--- src/rtl/dfs_pkg.sv ---
package dfs_pkg;
    parameter int AW       = 32;
    parameter int HW       = 16;
    parameter int MAX_DESC = 9;
    localparam int CW      = $clog2(MAX_DESC + 1);

    localparam int FLOW_LSB = 12;
    localparam int SIZE_LSB = 8;
    localparam int WSZ_LSB  = 2;

    localparam logic [2:0] FL_STOP  = 3'd0;
    localparam logic [2:0] FL_AUTO  = 3'd1;
    localparam logic [2:0] FL_ARRAY = 3'd4;
    localparam logic [2:0] FL_SMALL = 3'd6;
    localparam logic [2:0] FL_LARGE = 3'd7;

    localparam int ARRAY_MAX = 7;
    localparam int SMALL_MAX = 8;
    localparam int LARGE_MAX = MAX_DESC;

    typedef enum logic [1:0] {ST_IDLE, ST_FETCH, ST_FINAL, ST_ERR} st_e;

    typedef struct packed {
        logic [AW-1:0] ndp;
        logic [AW-1:0] sa;
        logic [HW-1:0] cfg;
        logic [HW-1:0] xc;
        logic [HW-1:0] xm;
        logic [HW-1:0] yc;
        logic [HW-1:0] ym;
    } par_t;

    typedef struct packed {
        st_e           st;
        logic [CW-1:0] req;
        logic [CW-1:0] rsp;
        logic [CW-1:0] n;
        logic [1:0]    skip;
        logic [AW-1:0] base;
        par_t          par;
        logic [AW-1:0] cdp;
        logic [AW-1:0] ca;
        logic [HW-1:0] cx;
        logic [HW-1:0] cy;
        logic          done;
        logic          aerr;
    } seq_t;
endpackage

--- src/rtl/dfs_decode.sv ---
module dfs_decode
    import dfs_pkg::*;
(
    input  logic [HW-1:0] cfg_i,
    output logic          legal_o,
    output logic [CW-1:0] n_o,
    output logic [1:0]    skip_o,
    output logic          from_cur_o
);
    logic [2:0]    flow;
    logic [CW-1:0] sz;

    assign flow = cfg_i[FLOW_LSB +: 3];
    assign sz   = cfg_i[SIZE_LSB +: CW];

    always_comb begin
        legal_o    = 1'b0;
        skip_o     = 2'd0;
        from_cur_o = 1'b0;
        n_o        = sz;
        case (flow)
            FL_STOP, FL_AUTO: legal_o = (sz == '0);
            FL_ARRAY: begin
                legal_o    = (sz >= CW'(1)) && (sz <= CW'(ARRAY_MAX));
                from_cur_o = 1'b1;
            end
            FL_SMALL: begin
                legal_o = (sz >= CW'(1)) && (sz <= CW'(SMALL_MAX));
                skip_o  = 2'd1;
            end
            FL_LARGE: begin
                legal_o = (sz >= CW'(1)) && (sz <= CW'(LARGE_MAX));
                skip_o  = 2'd2;
            end
            default: legal_o = 1'b0;
        endcase
    end
endmodule

--- src/rtl/dfs_scatter.sv ---
module dfs_scatter
    import dfs_pkg::*;
(
    input  par_t          p_i,
    input  logic [CW-1:0] slot_i,
    input  logic [1:0]    skip_i,
    input  logic [HW-1:0] data_i,
    output par_t          p_o
);
    logic [CW-1:0] idx;

    assign idx = slot_i - CW'(skip_i);

    always_comb begin
        p_o = p_i;
        if (slot_i < CW'(skip_i)) begin
            if (slot_i == '0) p_o.ndp[HW-1:0]  = data_i;
            else              p_o.ndp[AW-1:HW] = data_i;
        end else begin
            case (idx)
                CW'(0):  p_o.sa[HW-1:0]  = data_i;
                CW'(1):  p_o.sa[AW-1:HW] = data_i;
                CW'(2):  p_o.cfg         = data_i;
                CW'(3):  p_o.xc          = data_i;
                CW'(4):  p_o.xm          = data_i;
                CW'(5):  p_o.yc          = data_i;
                CW'(6):  p_o.ym          = data_i;
                default: p_o             = p_i;
            endcase
        end
    end
endmodule

--- src/rtl/dfs_finalize.sv ---
module dfs_finalize
    import dfs_pkg::*;
(
    input  par_t          p_i,
    output logic [AW-1:0] cdp_o,
    output logic [AW-1:0] ca_o,
    output logic [HW-1:0] cx_o,
    output logic [HW-1:0] cy_o,
    output logic          misalign_o
);
    logic [1:0] wsz;

    assign wsz   = p_i.cfg[WSZ_LSB +: 2];
    assign cdp_o = p_i.ndp;
    assign ca_o  = p_i.sa;
    assign cx_o  = (p_i.xc == '0) ? '1 : p_i.xc;
    assign cy_o  = (p_i.yc == '0) ? '1 : p_i.yc;

    always_comb begin
        case (wsz)
            2'b01:   misalign_o = p_i.sa[0];
            2'b10:   misalign_o = |p_i.sa[1:0];
            default: misalign_o = 1'b0;
        endcase
    end
endmodule

--- src/rtl/desc_fetch_seq.sv ---
module desc_fetch_seq
    import dfs_pkg::*;
(
    input  logic          clk,
    input  logic          rst_n,
    input  logic          start_i,
    input  logic [15:0]   cfg_i,
    input  logic [31:0]   next_ptr_i,
    input  logic [31:0]   cur_desc_i,
    input  logic [31:0]   start_addr_i,
    input  logic [15:0]   x_count_i,
    input  logic [15:0]   x_mod_i,
    input  logic [15:0]   y_count_i,
    input  logic [15:0]   y_mod_i,
    output logic          rd_valid_o,
    input  logic          rd_ready_i,
    output logic [31:0]   rd_addr_o,
    input  logic          rsp_valid_i,
    input  logic [15:0]   rsp_data_i,
    output logic          busy_o,
    output logic          done_o,
    output logic          cfg_err_o,
    output logic          align_err_o,
    output logic [15:0]   cfg_o,
    output logic [31:0]   next_ptr_o,
    output logic [31:0]   start_addr_o,
    output logic [15:0]   x_count_o,
    output logic [15:0]   x_mod_o,
    output logic [15:0]   y_count_o,
    output logic [15:0]   y_mod_o,
    output logic [31:0]   cur_desc_o,
    output logic [31:0]   cur_addr_o,
    output logic [15:0]   cur_x_o,
    output logic [15:0]   cur_y_o
);
    seq_t q, d;

    logic          dec_legal;
    logic [CW-1:0] dec_n;
    logic [1:0]    dec_skip;
    logic          dec_cur;
    par_t          par_scat;
    logic [AW-1:0] fin_cdp, fin_ca;
    logic [HW-1:0] fin_cx, fin_cy;
    logic          fin_mis;
    logic          req_fire;

    dfs_decode u_dec (
        .cfg_i      (cfg_i),
        .legal_o    (dec_legal),
        .n_o        (dec_n),
        .skip_o     (dec_skip),
        .from_cur_o (dec_cur)
    );

    dfs_scatter u_scat (
        .p_i    (q.par),
        .slot_i (q.rsp),
        .skip_i (q.skip),
        .data_i (rsp_data_i),
        .p_o    (par_scat)
    );

    dfs_finalize u_fin (
        .p_i        (q.par),
        .cdp_o      (fin_cdp),
        .ca_o       (fin_ca),
        .cx_o       (fin_cx),
        .cy_o       (fin_cy),
        .misalign_o (fin_mis)
    );

    assign rd_valid_o = (q.st == ST_FETCH) && (q.req < q.n);
    assign rd_addr_o  = q.base + AW'({q.req, 1'b0});
    assign req_fire   = rd_valid_o && rd_ready_i;

    always_comb begin
        d      = q;
        d.done = 1'b0;
        case (q.st)
            ST_IDLE, ST_ERR: begin
                if (start_i) begin
                    d.aerr = 1'b0;
                    if (!dec_legal) begin
                        d.st = ST_ERR;
                    end else begin
                        d.par  = '{ndp: next_ptr_i, sa: start_addr_i, cfg: cfg_i,
                                   xc: x_count_i, xm: x_mod_i, yc: y_count_i, ym: y_mod_i};
                        d.req  = '0;
                        d.rsp  = '0;
                        d.n    = dec_n;
                        d.skip = dec_skip;
                        d.base = dec_cur ? cur_desc_i : next_ptr_i;
                        d.st   = (dec_n == '0) ? ST_FINAL : ST_FETCH;
                    end
                end
            end
            ST_FETCH: begin
                if (req_fire) d.req = q.req + CW'(1);
                if (rsp_valid_i) begin
                    d.par = par_scat;
                    d.rsp = q.rsp + CW'(1);
                    if (q.rsp == q.n - CW'(1)) d.st = ST_FINAL;
                end
            end
            ST_FINAL: begin
                d.cdp  = fin_cdp;
                d.ca   = fin_ca;
                d.cx   = fin_cx;
                d.cy   = fin_cy;
                d.aerr = fin_mis;
                d.done = 1'b1;
                d.st   = ST_IDLE;
            end
            default: d.st = ST_IDLE;
        endcase
    end

    always_ff @(posedge clk) begin
        if (!rst_n) q <= '0;
        else        q <= d;
    end

    assign busy_o       = (q.st == ST_FETCH) || (q.st == ST_FINAL);
    assign done_o       = q.done;
    assign cfg_err_o    = (q.st == ST_ERR);
    assign align_err_o  = q.aerr;
    assign cfg_o        = q.par.cfg;
    assign next_ptr_o   = q.par.ndp;
    assign start_addr_o = q.par.sa;
    assign x_count_o    = q.par.xc;
    assign x_mod_o      = q.par.xm;
    assign y_count_o    = q.par.yc;
    assign y_mod_o      = q.par.ym;
    assign cur_desc_o   = q.cdp;
    assign cur_addr_o   = q.ca;
    assign cur_x_o      = q.cx;
    assign cur_y_o      = q.cy;
endmodule

--- config.mk ---
export PLATFORM = sky130hd
export DESIGN_NAME = desc_fetch_seq
export DESIGN_NICKNAME = d
export VERILOG_FILES = /design/src/rtl/dfs_pkg.sv /design/src/rtl/dfs_decode.sv /design/src/rtl/dfs_scatter.sv /design/src/rtl/dfs_finalize.sv /design/src/rtl/desc_fetch_seq.sv
export SDC_FILE = /design/constraint.sdc
export NUM_CORES = 1
export LEC_CHECK = 0
export ABC_CLOCK_PERIOD_IN_PS = 6000
export CORE_MARGIN = 3
export CORE_UTILIZATION = 28
export DETAILED_ROUTE_END_ITERATION = 8
export GPL_ROUTABILITY_DRIVEN = 1
export GPL_TIMING_DRIVEN = 0
export PLACE_DENSITY_LB_ADDON = 0.12
export RECOVER_POWER = 100
export REMOVE_ABC_BUFFERS = 1
export SETUP_SLACK_MARGIN = 0.02
export SYNTH_ARGS = -nofsm -noshare
export SYNTH_HDL_FRONTEND = slang
export SYNTH_SLANG_ARGS = --single-unit
--- constraint.sdc ---
create_clock -name clk -period 6 [get_ports clk]
set_input_delay 1.2 -clock clk [delete_from_list [all_inputs] [get_ports clk]]
set_output_delay 1.2 -clock clk [all_outputs]
set_load 0.01 [all_outputs]
=== After elaboration in Yosys (flattened, before gate mapping) ===
Cells that the tools add are included.

* Add/sub/neg operators: 5
* Magnitude comparators: 6
* Eq/ne operators: 32
* Multiplexer cells: 33
* Reductions and logical operators: 32

{| class="wikitable"
|+ Operator list
! operator !! count
|-
| 144-bit case mux with 2 select lines || 1
|-
| 192-bit 2-to-1 mux || 1
|-
| 190-bit 2-to-1 mux || 1
|-
| 16-bit 2-to-1 mux || 11
|-
| 144-bit 2-to-1 mux || 1
|-
| 112-bit 2-to-1 mux || 1
|-
| 32-bit 2-to-1 mux || 2
|-
| 6-bit AND reduction || 9
|-
| 32-bit by 5-bit adder with 32-bit output || 1
|-
| 16-bit zero test || 2
|-
| 2-bit by 1-bit inequality test with 1-bit output, second input constant || 10
|-
| 8-bit case mux with 2 select lines || 1
|-
| 4-bit by 3-bit equality test with 1-bit output, second input constant || 3
|-
| 4-bit zero test || 3
|-
| 2-bit inequality test, second input constant || 6
|-
| 3-bit equality test, second input constant || 3
|-
| 4-bit by 1-bit adder with 4-bit output, second input constant || 2
|-
| 4-bit by 2-bit equality test with 1-bit output, second input constant || 2
|-
| 4-bit <= comparator, second input constant || 2
|-
| 2-bit 2-to-1 mux || 4
|-
| 4-bit 2-to-1 mux || 2
|-
| 4-bit AND reduction || 2
|-
| 2-bit equality test, second input constant || 3
|-
| 2-bit case mux with 3 select lines || 1
|-
| 22 further kinds || 34
|}

* Bits in registers: 290
* Output and inout port bits: 277
* Logic and storage cells: 129

=== Logic depth before layout (Yosys ltp) ===
* Depth in word-level cells: 6
* Mapped depth: 12

=== Cells and area by module ===
From an unflattened synthesis, not the netlist that was laid out.

* Cells, all modules: 1937
* Area total of the unflattened synthesis: 17534.3 µm²

{| class="wikitable"
|+ Modules (own cells, without submodules)
! module !! instances !! cells an instance !! area an instance (µm²)
|-
| desc_fetch_seq || 1 || 1578 || 14024.7
|-
| dfs_scatter || 1 || 185 || 2123.3
|-
| dfs_finalize || 1 || 159 || 1282.5
|-
| dfs_decode || 1 || 15 || 103.8
|}

=== Worst setup path after synthesis ===
No wires, ideal clock.

* Path type: flip-flop to output port
* Start point: register q[284] (netlist bit)
* End point: output rd_addr_o[27]
* Arrival time: 2.229 ns
* Data required time: 4.800 ns
* Slack: 2.571 ns
* Stages on the path, launching flop included: 12
* Path buffers: 2
* Cell sequence: dfxtp_1 > ha_1 > inv_1 > fa_1 > nor2b_1 > o21ai_0 > nand2b_1 > clkbuf_1 > and3_1 > clkbuf_1 > and3_1 > xor2_1

* Word-level cells in the longest chain between the ends: 1

{| class="wikitable"
|+ RTL lines
! item !! RTL line !! RTL
|-
| start: declaration || desc_fetch_seq.sv:36 || <nowiki>seq_t q, d;</nowiki>
|-
| start signal: assignment || desc_fetch_seq.sv:120 || <nowiki>if (!rst_n) q <= '0;</nowiki>
|-
| start signal: assignment || desc_fetch_seq.sv:121 || <nowiki>else q <= d;</nowiki>
|-
| 32-bit by 5-bit adder with 32-bit output || desc_fetch_seq.sv:74 || <nowiki>assign rd_addr_o = q.base + AW'({q.req, 1'b0});</nowiki>
|-
| end: declaration || desc_fetch_seq.sv:17 || <nowiki>output logic [31:0] rd_addr_o,</nowiki>
|}

Every way passes these cells.

=== Worst setup path after layout ===
* Start point: input rst_n
* End point: register q (netlist bit x_mod_o[11])

{| class="wikitable"
|+ RTL lines
! item !! RTL line !! RTL
|-
| start: declaration || desc_fetch_seq.sv:5 || <nowiki>input logic rst_n,</nowiki>
|}

No word-level cell between the ends.

==> impl_metrics.json <==
{
  "status": "finished with violations",
  "violations": "capacitance limit, slew limit",
  "grtUsageTotal_pct": 20.6,
  "cts_resized": 0,
  "period_needed_ns": 5.03,
  "slew_headroom_pct": -99.3,
  "cts_max_level": 2,
  "timing.fmax_ghz": 0.199,
  "grt_pass1_wl_mm": 87.5,
  "num_vias": 12800,
  "synthMuxAreaShare_pct": 6.58,
  "syn2layout_area_growth_pct": 32.2,
  "critical_path_class": "in2reg",
  "wl_mm": 60.6,
  "crit_arrival_ns": 5.47,
  "synthTopCellsByArea": "dfxtp_1, buf_4, mux2i_1, a211oi_1, nor2_1",
  "ys.flop_type": "dfxtp_1",
  "hpwl_mm": 43.5,
  "reg2reg_from": "q[280]",
  "synth_top_area_share_pct": 38.6,
  "finClkSkew_ns": 0.0279,
  "slowest_delay_ns": 2.05,
  "tightest_slew_ns": 2.99,
  "synth_top_area_cell": "dfxtp_1",
  "required_ns": 6.43,
  "max_cap_viol_count": 4,
  "cts_made_buffers": 38,
  "r2r_end": "y_count_o[8]",
  "path_delay_family": "buffers and inverters",
  "synth_common_cells": "dfxtp_1, buf_4, nor2_1",
  "yosys.area_share.simple_pct": 12.1,
  "netlist_instances": 1710,
  "synthAdderAreaFrac_pct": 1.76,
  "cp.depth": 5,
  "die_x_um": 238,
  "drt_first_pass_iters": 4,
  "yosysWarnings": 0,
  "synth_top_family_by_area": "compound AO/OA/AOI/OAI gates",
  "antenna_found_initial": 5,
  "total_power_uw": 7320,
  "io_buffer_count": 473,
  "drt-vias-per-instance": 4.95,
  "gp_congestion": 0.792,
  "die_area_sq_um": 56600,
  "first_iter_violations": 594,
  "cp-startpoint": "rst_n",
  "hp-class": "reg2reg",
  "instances_no_fill": 2579,
  "synth_enable_flop_cells": 0,
  "ant_nets": 0,
  "end_kind": "flop",
  "r2r_cells": 10,
  "grt_max_degree": 139,
  "path_buf_inv": 4,
  "clk_pin_slew_ns": 0.05,
  "synth_compound_area_share_pct": 21.5,
  "clock_sinks": 290,
  "syn_area_sq_um": 15100,
  "postCtsSetupBuffers": 0,
  "detail_route.wl_per_cell_um": 23.5,
  "seq_area_frac_synth_pct": 38.6,
  "rsz0062_at_grt": "false",
  "dp.cells": 2510,
  "nFillCells": 5372,
  "cp_cell_sequence": "clkbuf_1 -> buf_16 -> inv_8 -> clkbuf_4 -> o31ai_1",
  "post_synth_num_cell_types": 58,
  "io_pins": 474,
  "grt_pass1_vias": 12700,
  "drc": 0,
  "placementRows": 84,
  "cts_root_buf": "clkbuf_16",
  "clk_latency_ns": 0.55,
  "cp_max_fo": 138,
  "postCtsHoldBufs": 0,
  "startpoint_type": "primary input",
  "cp_slowest_cell": "clkbuf_1",
  "yosys.cell_count.top_type": "dfxtp_1",
  "p_leak_uw": 0.00811,
  "hp-start": "y_mod_o[8]",
  "async_reset_ff_share_pct": 0,
  "ir_drop_uv": 176,
  "grt-ovfl-total": 0,
  "pwr_density_cell_nw_per_um2": 368,
  "die_h_um": 238,
  "reg2reg_slack_ns": 2.16,
  "slew_viol_final": 233,
  "cp-endpoint": "x_mod_o[11]",
  "clk_path_buf_depth": 3,
  "cts_tree": "yes",
  "start_util_pct": 28.5,
  "drive_gt1_share_pct": 6.68,
  "synth_xor_area_share_pct": 1.98,
  "core_region_area_sq_um": 52900,
  "final_hold_viol_count": 0,
  "period_share_pct": 83.9,
  "fin_nets": 2079,
  "postSynthAreaPerCell_sq_um": 8.80,
  "synth-seq-cells": 290,
  "setup_viol": 0
}
[cell usage in the layout, fill, tap and decap left out, types with 39 or more instances in the layout]
master and n:
dfxtp_1 290, dlygate4sd3_1 278, nor2_1 202, clkdlybuf4s50_1 194, a211oi_1 114, a21oi_1 108
mux2i_1 99, nand3_1 69, inv_1 59, o31ai_1 50, clkbuf_16 39
[metal layers]
| layer | vias up | part of all wire (%) | global-route usage, % |
|---|---|---|---|
| met4 | 0 | 2.8 | 6.29 |
| met1 | 6217 | 43 | 25.7 |
| li1 | 6147 | - | - |
| met3 | 68 | 6.4 | 5.58 |
| met2 | 336 | 48 | 34.7 |
| met5 | - | 0 | 0 |
[final cells by class]
class | instances | area, sq um | share of cell area [%]
Tap cell | 688 | 861 | 4.33
Clock inverter | 6 | 62.6 | 0.314
Antenna cell | 4 | 10.0 | 0.0503
Inverter | 61 | 236 | 1.19
Multi-Input combinational cell | 978 | 6680 | 33.6
Clock buffer | 59 | 1120 | 5.63
Timing Repair Buffer | 493 | 5120 | 25.7
Sequential cell | 290 | 5810 | 29.2
[power by group]
part / internal, uW / leakage, uW / total [uW] / switching, uW
clock network: 1320 / 0.000581 / 2220 / 897
registers: 2270 / 0.00235 / 2520 / 257
logic: 1160 / 0.00518 / 2580 / 1420
total: 4750 / 0.00811 / 7320 / 2570
[worst min-delay path, cell delays in order, from the launching register on]
cell and delay (ns):
dfxtp_1 0.30, nand3_1 0.06, o31ai_1 0.05
[kinds of logic (layout without fill, tap and decap cells)]
logic type	Yosys count	count (layout)
AOI/OAI and AO/OA	433	433
xor gates and xnor gates	34	34
adders and majority gates	20	20
buffers and inverters	442	619
DFF	290	290
muxes	99	99
other	0	4
and+or+nand+nor	392	392
[flip-flops by register name, summed over array words and instances (netlist names)]
name and cells:
q 48, cur_addr_o 32, cur_desc_o 32, next_ptr_o 32
start_addr_o 32, cfg_o 16, cur_x_o 16, cur_y_o 16
x_count_o 16, x_mod_o 16, y_count_o 16, y_mod_o 16
align_err_o 1, done_o 1
[worst min-delay path by stage]
stage / to / slack (ns) / cells after the start
floorplan: q[275] / 0.43 / 2
global placement: q[275] / 0.45 / 2
detailed placement: q[275] / 0.46 / 2
CTS: q[275] / 0.46 / 2
global route: y_mod_o[9] / 0.48 / 2
finish: y_mod_o[8] / 0.46 / 2
[per-stage QoR]
step | hold slack, ns | setup slack (ns) | setup TNS (ns) | instance area (sq um) | utilization, %
after CTS | 0.464 | 1.20 | 0 | 19900 | 37.7
after global placement | 0.445 | -8.98 | -2126.53 | 18200 | 34.5
final | 0.459 | 0.966 | 0 | 19900 | 37.6
after floorplan | 0.432 | -0.722 | -88.36 | 12600 | -
after global routing | 0.483 | 0.587 | 0 | 19900 | 37.6
after detailed placement | 0.455 | 0.810 | 0 | 18800 | 35.5
Power figures use the tool's default switching activity.
